## src/rtl/sdcmd_pkg.sv

```systemverilog
// Shared definitions for the keyed SDRAM command port: key value,
// command codes, register indices, status bit positions, engine states.
package sdcmd_pkg;

    localparam int          REG_W    = 32;
    localparam int          SEL_W    = 3;
    localparam logic [15:0] CMD_KEY  = 16'hA55A;

    localparam logic [SEL_W-1:0] SEL_ADDR = 3'd0;
    localparam logic [SEL_W-1:0] SEL_TXD  = 3'd1;
    localparam logic [SEL_W-1:0] SEL_CMD  = 3'd2;
    localparam logic [SEL_W-1:0] SEL_STAT = 3'd3;
    localparam logic [SEL_W-1:0] SEL_RXD  = 3'd4;

    localparam int BIT_DONE = 0;
    localparam int BIT_ERR  = 1;

    typedef enum logic [3:0] {
        OP_BUS_RD = 4'h0,
        OP_BUS_WR = 4'h1,
        OP_READ   = 4'h8,
        OP_WRITE  = 4'h9,
        OP_MODE   = 4'hA,
        OP_ACT    = 4'hB,
        OP_AREF   = 4'hC,
        OP_SREF   = 4'hD,
        OP_PRE    = 4'hE,
        OP_PREALL = 4'hF
    } op_e;

    typedef enum logic [1:0] {
        ENG_IDLE  = 2'd0,
        ENG_ISSUE = 2'd1,
        ENG_WAIT  = 2'd2
    } eng_state_e;

endpackage

```

## src/rtl/sdcmd_decode.sv

```systemverilog
// Command word decoder.
// Does: checks the unlock key in the upper half, classifies the low-nibble
// code as issuable or not, and flags codes that carry a payload.
// Assumes: purely combinational; the caller qualifies outputs with a write.
module sdcmd_decode
    import sdcmd_pkg::*;
(
    input  logic [REG_W-1:0] cmd_word,
    output logic             key_ok,
    output logic             code_ok,
    output logic [3:0]       code,
    output logic             uses_payload
);

    // Key compare and code extraction.
    always_comb begin
        key_ok = (cmd_word[REG_W-1:REG_W-16] == CMD_KEY);
        code   = cmd_word[3:0];
    end

    // Code classification: only the memory-command codes may go out.
    always_comb begin
        code_ok      = 1'b0;
        uses_payload = 1'b0;
        case (op_e'(cmd_word[3:0]))
            OP_READ, OP_ACT, OP_AREF, OP_SREF, OP_PRE, OP_PREALL: code_ok = 1'b1;
            OP_WRITE, OP_MODE: begin
                code_ok      = 1'b1;
                uses_payload = 1'b1;
            end
            default: code_ok = 1'b0;
        endcase
    end

endmodule

```

## src/rtl/sdcmd_regs.sv

```systemverilog
// Host data registers: target address, payload, receive data, armed flag.
// Does: loads address and payload on host writes, arms on an address write,
// disarms on any command write, captures read data when told to.
// Assumes: at most one host write per cycle; synchronous active-low reset.
module sdcmd_regs #(
    parameter int ADDR_W = 32,
    parameter int DATA_W = 32
) (
    input  logic              clk,
    input  logic              rst_n,
    input  logic              addr_we,
    input  logic              txd_we,
    input  logic              cmd_we,
    input  logic [31:0]       wdata,
    input  logic              rx_cap,
    input  logic [DATA_W-1:0] rx_cap_data,
    output logic [ADDR_W-1:0] addr_q,
    output logic [DATA_W-1:0] txd_q,
    output logic [DATA_W-1:0] rxd_q,
    output logic              armed_q
);

    // Target address and payload registers.
    always_ff @(posedge clk) begin
        if (!rst_n) begin
            addr_q <= '0;
            txd_q  <= '0;
        end else begin
            if (addr_we) addr_q <= wdata[ADDR_W-1:0];
            if (txd_we)  txd_q  <= wdata[DATA_W-1:0];
        end
    end

    // Armed flag: a fresh address is good for exactly one command write.
    always_ff @(posedge clk) begin
        if (!rst_n)       armed_q <= 1'b0;
        else if (addr_we) armed_q <= 1'b1;
        else if (cmd_we)  armed_q <= 1'b0;
    end

    // Receive data register, loaded on a successful read completion.
    always_ff @(posedge clk) begin
        if (!rst_n)      rxd_q <= '0;
        else if (rx_cap) rxd_q <= rx_cap_data;
    end


    rx_load_chk: assert property (@(posedge clk) disable iff (!rst_n)
        rx_cap |=> rxd_q == $past(rx_cap_data));


    rx_hold_chk: assert property (@(posedge clk) disable iff (!rst_n)
        !rx_cap |=> $stable(rxd_q));


    cmd_disarm_chk: assert property (@(posedge clk) disable iff (!rst_n)
        (cmd_we && !addr_we) |=> !armed_q);

endmodule

```

## src/rtl/sdcmd_engine.sv

```systemverilog
// Command sequencer and status flags.
// Does: accepts a checked command, offers it downstream until taken, waits
// for the response, and keeps the sticky done and error flags.
// Assumes: one command outstanding at most; the response arrives only
// after the request was taken; synchronous active-low reset.
module sdcmd_engine
    import sdcmd_pkg::*;
#(
    parameter int ADDR_W = 32,
    parameter int DATA_W = 32
) (
    input  logic              clk,
    input  logic              rst_n,
    input  logic              cmd_we,
    input  logic              key_ok,
    input  logic              code_ok,
    input  logic              armed,
    input  logic [3:0]        code,
    input  logic              uses_payload,
    input  logic [ADDR_W-1:0] addr,
    input  logic [DATA_W-1:0] txd,
    input  logic              stat_we,
    input  logic [1:0]        stat_clr,
    output logic              req_valid,
    input  logic              req_ready,
    output logic [3:0]        req_code,
    output logic [ADDR_W-1:0] req_addr,
    output logic [DATA_W-1:0] req_data,
    input  logic              rsp_valid,
    input  logic              rsp_err,
    input  logic [DATA_W-1:0] rsp_rdata,
    output logic              done_q,
    output logic              err_q,
    output logic              rx_cap,
    output logic [DATA_W-1:0] rx_cap_data
);

    eng_state_e state_q;
    logic       busy;
    logic       accept;
    logic       reject;
    logic       rsp_take;
    logic       set_done;
    logic       set_err;

    // Accept/reject and response qualification.
    always_comb begin
        busy     = (state_q != ENG_IDLE);
        accept   = cmd_we && !busy && key_ok && code_ok && armed;
        reject   = cmd_we && !accept;
        rsp_take = (state_q == ENG_WAIT) && rsp_valid;
        set_done = rsp_take && !rsp_err;
        set_err  = reject || (rsp_take && rsp_err);
        rx_cap   = set_done && (req_code == OP_READ);
        rx_cap_data = rsp_rdata;
        req_valid   = (state_q == ENG_ISSUE);
    end

    // Sequencer: idle -> offer request -> await response -> idle.
    always_ff @(posedge clk) begin
        if (!rst_n) begin
            state_q <= ENG_IDLE;
        end else begin
            case (state_q)
                ENG_IDLE:  if (accept)    state_q <= ENG_ISSUE;
                ENG_ISSUE: if (req_ready) state_q <= ENG_WAIT;
                ENG_WAIT:  if (rsp_valid) state_q <= ENG_IDLE;
                default:                  state_q <= ENG_IDLE;
            endcase
        end
    end

    // Request fields latched at acceptance and held until the next one.
    always_ff @(posedge clk) begin
        if (!rst_n) begin
            req_code <= '0;
            req_addr <= '0;
            req_data <= '0;
        end else if (accept) begin
            req_code <= code;
            req_addr <= addr;
            req_data <= uses_payload ? txd : '0;
        end
    end

    // Sticky flags: a set in the same cycle as a clear wins.
    always_ff @(posedge clk) begin
        if (!rst_n) begin
            done_q <= 1'b0;
            err_q  <= 1'b0;
        end else begin
            if (set_done)                        done_q <= 1'b1;
            else if (stat_we && stat_clr[BIT_DONE]) done_q <= 1'b0;
            if (set_err)                         err_q  <= 1'b1;
            else if (stat_we && stat_clr[BIT_ERR])  err_q  <= 1'b0;
        end
    end


    accept_issue_chk: assert property (@(posedge clk) disable iff (!rst_n)
        (cmd_we && !busy && key_ok && code_ok && armed)
        |=> req_valid && req_code == $past(code) && req_addr == $past(addr));


    bad_cmd_no_req_chk: assert property (@(posedge clk) disable iff (!rst_n)
        (cmd_we && !busy && !(key_ok && code_ok && armed)) |=> !req_valid && err_q);


    req_hold_chk: assert property (@(posedge clk) disable iff (!rst_n)
        (req_valid && !req_ready)
        |=> req_valid && $stable(req_code) && $stable(req_addr) && $stable(req_data));


    done_set_chk: assert property (@(posedge clk) disable iff (!rst_n)
        (state_q == ENG_WAIT && rsp_valid && !rsp_err) |=> done_q);


    busy_reject_chk: assert property (@(posedge clk) disable iff (!rst_n)
        (cmd_we && busy) |=> err_q && $stable(req_code) && $stable(req_addr));


    done_clear_chk: assert property (@(posedge clk) disable iff (!rst_n)
        (stat_we && stat_clr[BIT_DONE] && !(state_q == ENG_WAIT && rsp_valid)) |=> !done_q);

endmodule

```

## src/rtl/sdcmd_port.sv

```systemverilog
// Keyed SDRAM command port, top level.
// Does: decodes host register writes, routes them to the data registers,
// the key/code decoder and the sequencer, and muxes host reads.
// Assumes: ADDR_W and DATA_W are at most 32; reads are combinational.
module sdcmd_port
    import sdcmd_pkg::*;
#(
    parameter int ADDR_W = 32,
    parameter int DATA_W = 32
) (
    input  logic              clk,
    input  logic              rst_n,
    input  logic              reg_we,
    input  logic [2:0]        reg_sel,
    input  logic [31:0]       reg_wdata,
    output logic [31:0]       reg_rdata,
    output logic              req_valid,
    input  logic              req_ready,
    output logic [3:0]        req_code,
    output logic [ADDR_W-1:0] req_addr,
    output logic [DATA_W-1:0] req_data,
    input  logic              rsp_valid,
    input  logic              rsp_err,
    input  logic [DATA_W-1:0] rsp_rdata
);

    logic              addr_we, txd_we, cmd_we, stat_we;
    logic [ADDR_W-1:0] addr_q;
    logic [DATA_W-1:0] txd_q, rxd_q, rx_cap_data;
    logic              armed_q, rx_cap;
    logic              key_ok, code_ok, uses_payload;
    logic [3:0]        code;
    logic              done_q, err_q;

    // Host write strobes per register index.
    always_comb begin
        addr_we = reg_we && (reg_sel == SEL_ADDR);
        txd_we  = reg_we && (reg_sel == SEL_TXD);
        cmd_we  = reg_we && (reg_sel == SEL_CMD);
        stat_we = reg_we && (reg_sel == SEL_STAT);
    end

    sdcmd_regs #(.ADDR_W(ADDR_W), .DATA_W(DATA_W)) u_regs (
        .clk         (clk),
        .rst_n       (rst_n),
        .addr_we     (addr_we),
        .txd_we      (txd_we),
        .cmd_we      (cmd_we),
        .wdata       (reg_wdata),
        .rx_cap      (rx_cap),
        .rx_cap_data (rx_cap_data),
        .addr_q      (addr_q),
        .txd_q       (txd_q),
        .rxd_q       (rxd_q),
        .armed_q     (armed_q)
    );

    sdcmd_decode u_decode (
        .cmd_word     (reg_wdata),
        .key_ok       (key_ok),
        .code_ok      (code_ok),
        .code         (code),
        .uses_payload (uses_payload)
    );

    sdcmd_engine #(.ADDR_W(ADDR_W), .DATA_W(DATA_W)) u_engine (
        .clk          (clk),
        .rst_n        (rst_n),
        .cmd_we       (cmd_we),
        .key_ok       (key_ok),
        .code_ok      (code_ok),
        .armed        (armed_q),
        .code         (code),
        .uses_payload (uses_payload),
        .addr         (addr_q),
        .txd          (txd_q),
        .stat_we      (stat_we),
        .stat_clr     (reg_wdata[1:0]),
        .req_valid    (req_valid),
        .req_ready    (req_ready),
        .req_code     (req_code),
        .req_addr     (req_addr),
        .req_data     (req_data),
        .rsp_valid    (rsp_valid),
        .rsp_err      (rsp_err),
        .rsp_rdata    (rsp_rdata),
        .done_q       (done_q),
        .err_q        (err_q),
        .rx_cap       (rx_cap),
        .rx_cap_data  (rx_cap_data)
    );

    // Host read mux; the command word reads back as zero.
    always_comb begin
        case (reg_sel)
            SEL_ADDR: reg_rdata = 32'(addr_q);
            SEL_TXD:  reg_rdata = 32'(txd_q);
            SEL_STAT: reg_rdata = {30'd0, err_q, done_q};
            SEL_RXD:  reg_rdata = 32'(rxd_q);
            default:  reg_rdata = '0;
        endcase
    end


    reset_idle_chk: assert property (@(posedge clk)
        !rst_n |=> !req_valid && !done_q && !err_q);

endmodule

```

## config.mk

```make
export PLATFORM = sky130hd
export DESIGN_NAME = sdcmd_port
export DESIGN_NICKNAME = d
export VERILOG_FILES = /design/src/rtl/sdcmd_pkg.sv /design/src/rtl/sdcmd_decode.sv /design/src/rtl/sdcmd_regs.sv /design/src/rtl/sdcmd_engine.sv /design/src/rtl/sdcmd_port.sv
export SDC_FILE = /design/constraint.sdc
export NUM_CORES = 1
export LEC_CHECK = 0
export ABC_AREA = 1
export BUFFER_PORTS_ARGS = -buffer_cell sky130_fd_sc_hd__buf_2
export CORE_ASPECT_RATIO = 1.1
export CORE_MARGIN = 2
export CORE_UTILIZATION = 49
export DETAILED_ROUTE_END_ITERATION = 8
export PLACE_DENSITY = 0.73
export SLEW_MARGIN = 10
export SYNTH_ARGS = -nofsm -noshare
export SYNTH_HDL_FRONTEND = slang
export SYNTH_SLANG_ARGS = --single-unit
```

## constraint.sdc

```tcl
create_clock -name clk -period 3.4 [get_ports clk]
set_clock_uncertainty 0.05 [all_clocks]
set_input_delay 0.17 -clock clk [delete_from_list [all_inputs] [get_ports clk]]
set_output_delay 0.17 -clock clk [all_outputs]
set_load 0.005 [all_outputs]
```

After elaboration in Yosys (flattened, before gate mapping). Cells that the tools add are included.

Equality and inequality tests: 19. Multipliers: 0. $add $sub $neg: 0. Mux-type cells: 14. Bitwise operators: 0. Div/mod/pow operators: 0. Reduce and logical (&&, ||, !) cells: 28. Shift operators: 0. Magnitude comparators: 0.

Operator list (count): case mux 32 bit (4 select lines) (1); equality test 4 bit, second input constant (9); 2-to-1 mux 32 bit (1); equality test 16 bit, second input constant (1); logical AND 1 bit (15); 2-to-1 mux 1 bit (8); nonzero test 2 bit (4); OR reduction 8 bit (1); equality test 3 x 2 -> 1 bit, second input constant (2); 2-to-1 mux 2 bit (3); case mux 2 bit (3 select lines) (1); != test 2 x 1 -> 1 bit, second input constant (2); equality test 3 x 1 -> 1 bit, second input constant (1); equality test 3 bit, second input constant (1); logical NOT 1 bit (3); logical NOT 3 bit (1); AND reduction 3 bit (1); equality test 2 x 1 -> 1 bit, second input constant (1); equality test 2 bit, second input constant (1); logical NOT 2 bit (1); != test 2 bit, second input constant (1); OR reduction 2 bit (1); logical OR 1 bit (1).

Register bits after elaboration: 169. Output and inout bits: 101. Bits in latches: 0. Bits in writable memories: 0. Memories kept: 0. Input port bits: 73. Word-level logic and storage cells: 71. Bits in read-only memories: 0.

Depth between registers and ports, before layout.
Depth after elaboration: 10. Depth in mapped cells: 10. Depth with buffers taken out: 8.

By module. A second synthesis with hierarchy kept.

Cell total of the unflattened synthesis: 1045. Area total of the unflattened synthesis: 7414.6 µm².

By module, submodules not included: sdcmd_regs (seq. area each 1941.9 µm², cells each 420, area an instance 3331.9 µm², instances 1); sdcmd_engine (seq. area each 1441.4 µm², cells each 432, area an instance 3120.5 µm², instances 1); sdcmd_port (seq. area each 0.0 µm², cells each 161, area an instance 825.8 µm², instances 1); sdcmd_decode (seq. area each 0.0 µm², cells each 32, area an instance 136.4 µm², instances 1).

Worst setup path after synthesis. Ideal clock, no wire load.

Path type: input port to flip-flop. From: in reg_sel[0]. To: reg u_engine.req_addr[0]. Slack: 2.114 ns. Required time: 3.237 ns. Data arrival time: 1.123 ns. Stages on the path: 8. Path buffers: 2. Setup time: 0.113 ns. Cell sequence: buf_2 -> nor2_2 -> nand2_2 -> nor2_1 -> nand3_2 -> buf_6 -> nor2_1 -> nor2_1.

Word-level cells in the longest chain between the ends: 6.

Ends and longest elaborated chain: start, declared (line sdcmd_port.sv:14) `input logic [2:0] reg_sel,`; equality test 3 x 2 -> 1 bit (line sdcmd_port.sv:39) `cmd_we = reg_we && (reg_sel == SEL_CMD);`; logical AND 1 bit (line sdcmd_port.sv:39); logical AND 1 bit (4 in a row) (line sdcmd_engine.sv:49) `accept = cmd_we && !busy && key_ok && code_ok && armed;`; end signal, assigned (line sdcmd_engine.sv:81) `req_addr <= addr;`; end, declared (line sdcmd_engine.sv:27) `output logic [ADDR_W-1:0] req_addr,`.

No other way between the ends. A chain may end at the register's enable or synchronous reset.

Final worst setup path.
From: reg u_engine.req_code[1]. To: reg u_regs.rxd_q[0].

Word-level cells in the longest chain between the ends: 2.

Ends and longest elaborated chain: start, declared (line sdcmd_engine.sv:26) `output logic [3:0] req_code,`; start signal, assigned (line sdcmd_engine.sv:80) `req_code <= code;`; equality test 4 bit (line sdcmd_engine.sv:54) `rx_cap = set_done && (req_code == OP_READ);`; logical AND 1 bit (line sdcmd_engine.sv:54); end signal, assigned (line sdcmd_regs.sv:44) `else if (rx_cap) rxd_q <= rx_cap_data;`; end, declared (line sdcmd_regs.sv:19) `output logic [DATA_W-1:0] rxd_q,`.

No other way between the ends.

==> flow_metrics.tcl <==
set metrics [dict create \
    outcome "completed" \
    drtPass1Iterations 5 \
    cp.required_ns 3.72 \
    p_sw_share_pct 22.2 \
    switching_power_uw 962 \
    vias 7541 \
    ctsRootBufferMaster "clkbuf_16" \
    grt_use_total_pct 28.0 \
    cts_repair_resize_count 0 \
    yosysTopAreaCellShare_pct 45.9 \
    met2_usage_pct 42.0 \
    grt_pass1_wl_mm 34.8 \
    r2r_setup_slack_ns 0.89 \
    hold_class "primary input to register" \
    place_congestion 0.908 \
    die-area_sq_um 16000 \
    fp.dieW_um 121 \
    antenna_cells 0 \
    final_cell_mix "nor2_1 (260), nand2_1 (223), buf_2 (172)" \
    relSlewSlack_pct 28.5 \
    drv_cap 0 \
    rsz0062_at_grt "no" \
    synth_area_sq_um 7370 \
    cts_hold_buf 57 \
    yosys_register_bits 169 \
    worstPathMaxFanout 33 \
    io_buffers 173 \
    synth_area_leader_cell "dfxtp_1" \
    overflow 0 \
    internal_power_mw 3.37 \
    yosysUniqueCellTypes 24 \
    clock-sinks 169 \
    cp-end-kind "register" \
    p_seq_share_pct 46.8 \
    start_kind "register" \
    area_growth_pct 27.4 \
    synth_fp_nets 1154 \
    clk-insertion-delay-late_ns 0.44 \
    row_count 47 \
    cts_inserted_buffers 17 \
    hold_viol 0 \
    yosys_warnings 0 \
    post_cts_buffers 0 \
    wl_mm 22.3 \
    antenna_found_initial 0 \
    nets 1347 \
    postSynthAreaPerCell_sq_um 6.82 \
    power_mw 4.34 \
    critical_path_class "register to register" \
    grt-busiest-layer "met2" \
    cellPowerDensity_nw_per_um2 462 \
    grt_max_degree 71 \
    synth-seq-area-share_pct 45.9 \
    peakVddDrop_mv 0.351 \
    core_sq_um 14900 \
    worst_slew_pin_slew_ns 1.07 \
    fin_crit_sh_pct 73.8 \
    die_height_um 133 \
    synthTopCellsByArea "dfxtp_1 (46%), nor2_1 (13%), nand2_1 (11%)" \
    pwr-share-clk_pct 46.8 \
    setup_viol 0 \
    tritoncts "built" \
    grt_pass1_vias 6686 \
    slew_violations 0 \
    synthCells 1081 \
    drc 0 \
    p_leak_nw 4.51 \
    io_pins 174 \
    routed_via_density 5.08 \
    grtUsageMet1_pct 38.7 \
    tns_ns 0 \
    final_common_cell "nor2_1" \
    comb_power_share_pct 6.5 \
    hpwl_mm 15.1 \
    fin_crit_ns 2.51 \
    crit_arrival_ns 2.83 \
    cts_max_level 4 \
    clk_pin_slew_worst_paths_ns 0.06 \
    antenna_left 0 \
    fmax_mhz 399 \
    drtIter0Drc 771 \
    start_util_pct 49.5 \
    met3_usage_pct 6.42 \
    drive_above_1_share_pct 17.5 \
    wl_per_cell_um 15.0 \
    cts.path.max_buffers 2 \
]
[cell usage after synthesis]
| library cell | n |
|---|---|
| nor2_1 | 260 |
| nand2_1 | 223 |
| dfxtp_1 | 169 |
| inv_1 | 125 |
| o21ai_0 | 97 |
| a21oi_1 | 50 |
| clkbuf_1 | 40 |
| o211ai_1 | 30 |
| nand3_1 | 23 |
| nand4_1 | 20 |
| buf_6 | 12 |
| buf_2 | 11 |
| nor2_2 | 4 |
| inv_2 | 3 |
| buf_4 | 2 |
| nand3_2 | 2 |
| nor2_4 | 2 |
| o2111ai_1 | 2 |
| clkinv_1 | 1 |
| nand2_2 | 1 |
| nand3_4 | 1 |
| nor3_1 | 1 |
| nor3_2 | 1 |
| o211a_1 | 1 |
[power by group through the flow]
stage / sequential, mW / combinational [mW] / clock, mW
6_report: 2.03 / 0.280 / 2.03
3_3_place_gp: 2.07 / 0.223 / 0
5_1_grt: 2.03 / 0.306 / 2.13
4_1_cts: 2.03 / 0.275 / 2.04
3_5_place_dp: 2.07 / 0.224 / 0
2_1_floorplan: 2.06 / 0.129 / 0
[metal layers]
| layer | wire, um | up-vias |
|---|---|---|
| li1 | - | 3755 |
| met1 | 9560 | 3367 |
| met2 | 10000 | 364 |
| met3 | 1890 | 55 |
| met4 | 763 | 0 |
| met5 | 0 | - |
[metrics by stage]
| stage | worst slack (ns) | util [%] | instance area [sq um] | hold slack [ns] | cells |
|---|---|---|---|---|---|
| detailed placement | 0.936 | 55.1 | 8200 | 0.374 | 1394 |
| global placement | 1.03 | 55.1 | 8200 | 0.374 | 1394 |
| finish | 0.892 | 63.1 | 9390 | 0.0153 | 1483 |
| CTS | 0.917 | 63.1 | 9390 | 0.00743 | 1483 |
| global route | 0.559 | 63.1 | 9390 | 0.0255 | 1483 |
| floorplan | 2.11 | - | 7370 | 0.255 | 1081 |
[flip-flops by register name (all words and copies together) (netlist names)]
| name | count |
|---|---|
| u_regs.addr_q | 32 |
| u_engine.err_q | 1 |
| u_regs.armed_q | 1 |
| u_engine.state_q | 2 |
| u_regs.rxd_q | 32 |
| u_engine.req_addr | 32 |
| u_engine.req_data | 32 |
| u_regs.txd_q | 32 |
| u_engine.req_code | 4 |
| u_engine.done_q | 1 |
[worst max-delay path, stage by stage (launching register included)]
cell and delay (ns):
dfxtp_1 0.31, inv_1 0.07, nand3_1 0.09, nor2_1 0.20, nand2_1 0.55, inv_1 0.94, nor2_1 0.10, nor2_1 0.13
[kinds of logic (layout without fill, tap and decap cells)]
logic type,after synthesis,in the layout,synth area share (%)
AO/OA/AOI/OAI,180,180,13.4
buffers and inverters,194,400,11.4
flip-flops,169,169,45.9
AND/OR/NAND/NOR,538,538,29.3
[worst paths after layout]
path / startpoint / endpoint / depth (start not counted)
worst max-delay path: u_engine.req_code[1]$_SDFFE_PN0P_ / u_regs.rxd_q[0]$_SDFFE_PN0P_ / 7
worst min-delay path: req_ready / u_engine.state_q[0]$_SDFFE_PN0P_ / 4
worst max register to register: u_engine.req_code[1]$_SDFFE_PN0P_ / u_regs.rxd_q[0]$_SDFFE_PN0P_ / 7
worst min register to register: u_regs.armed_q$_SDFFE_PN0P_ / u_regs.armed_q$_SDFFE_PN0P_ / 2
[cell type report]
cell class                      count  area (sq um)
Clock buffer                       25           505
Multi-Input combinational cell    718          3150
Tap cell                          196           245
Inverter                          129           484
Fill cell                        1351          5490
Timing Repair Buffer              239          1510
Clock inverter                      7           113
Sequential cell                   169          3380
Power figures use the tool's default switching activity.
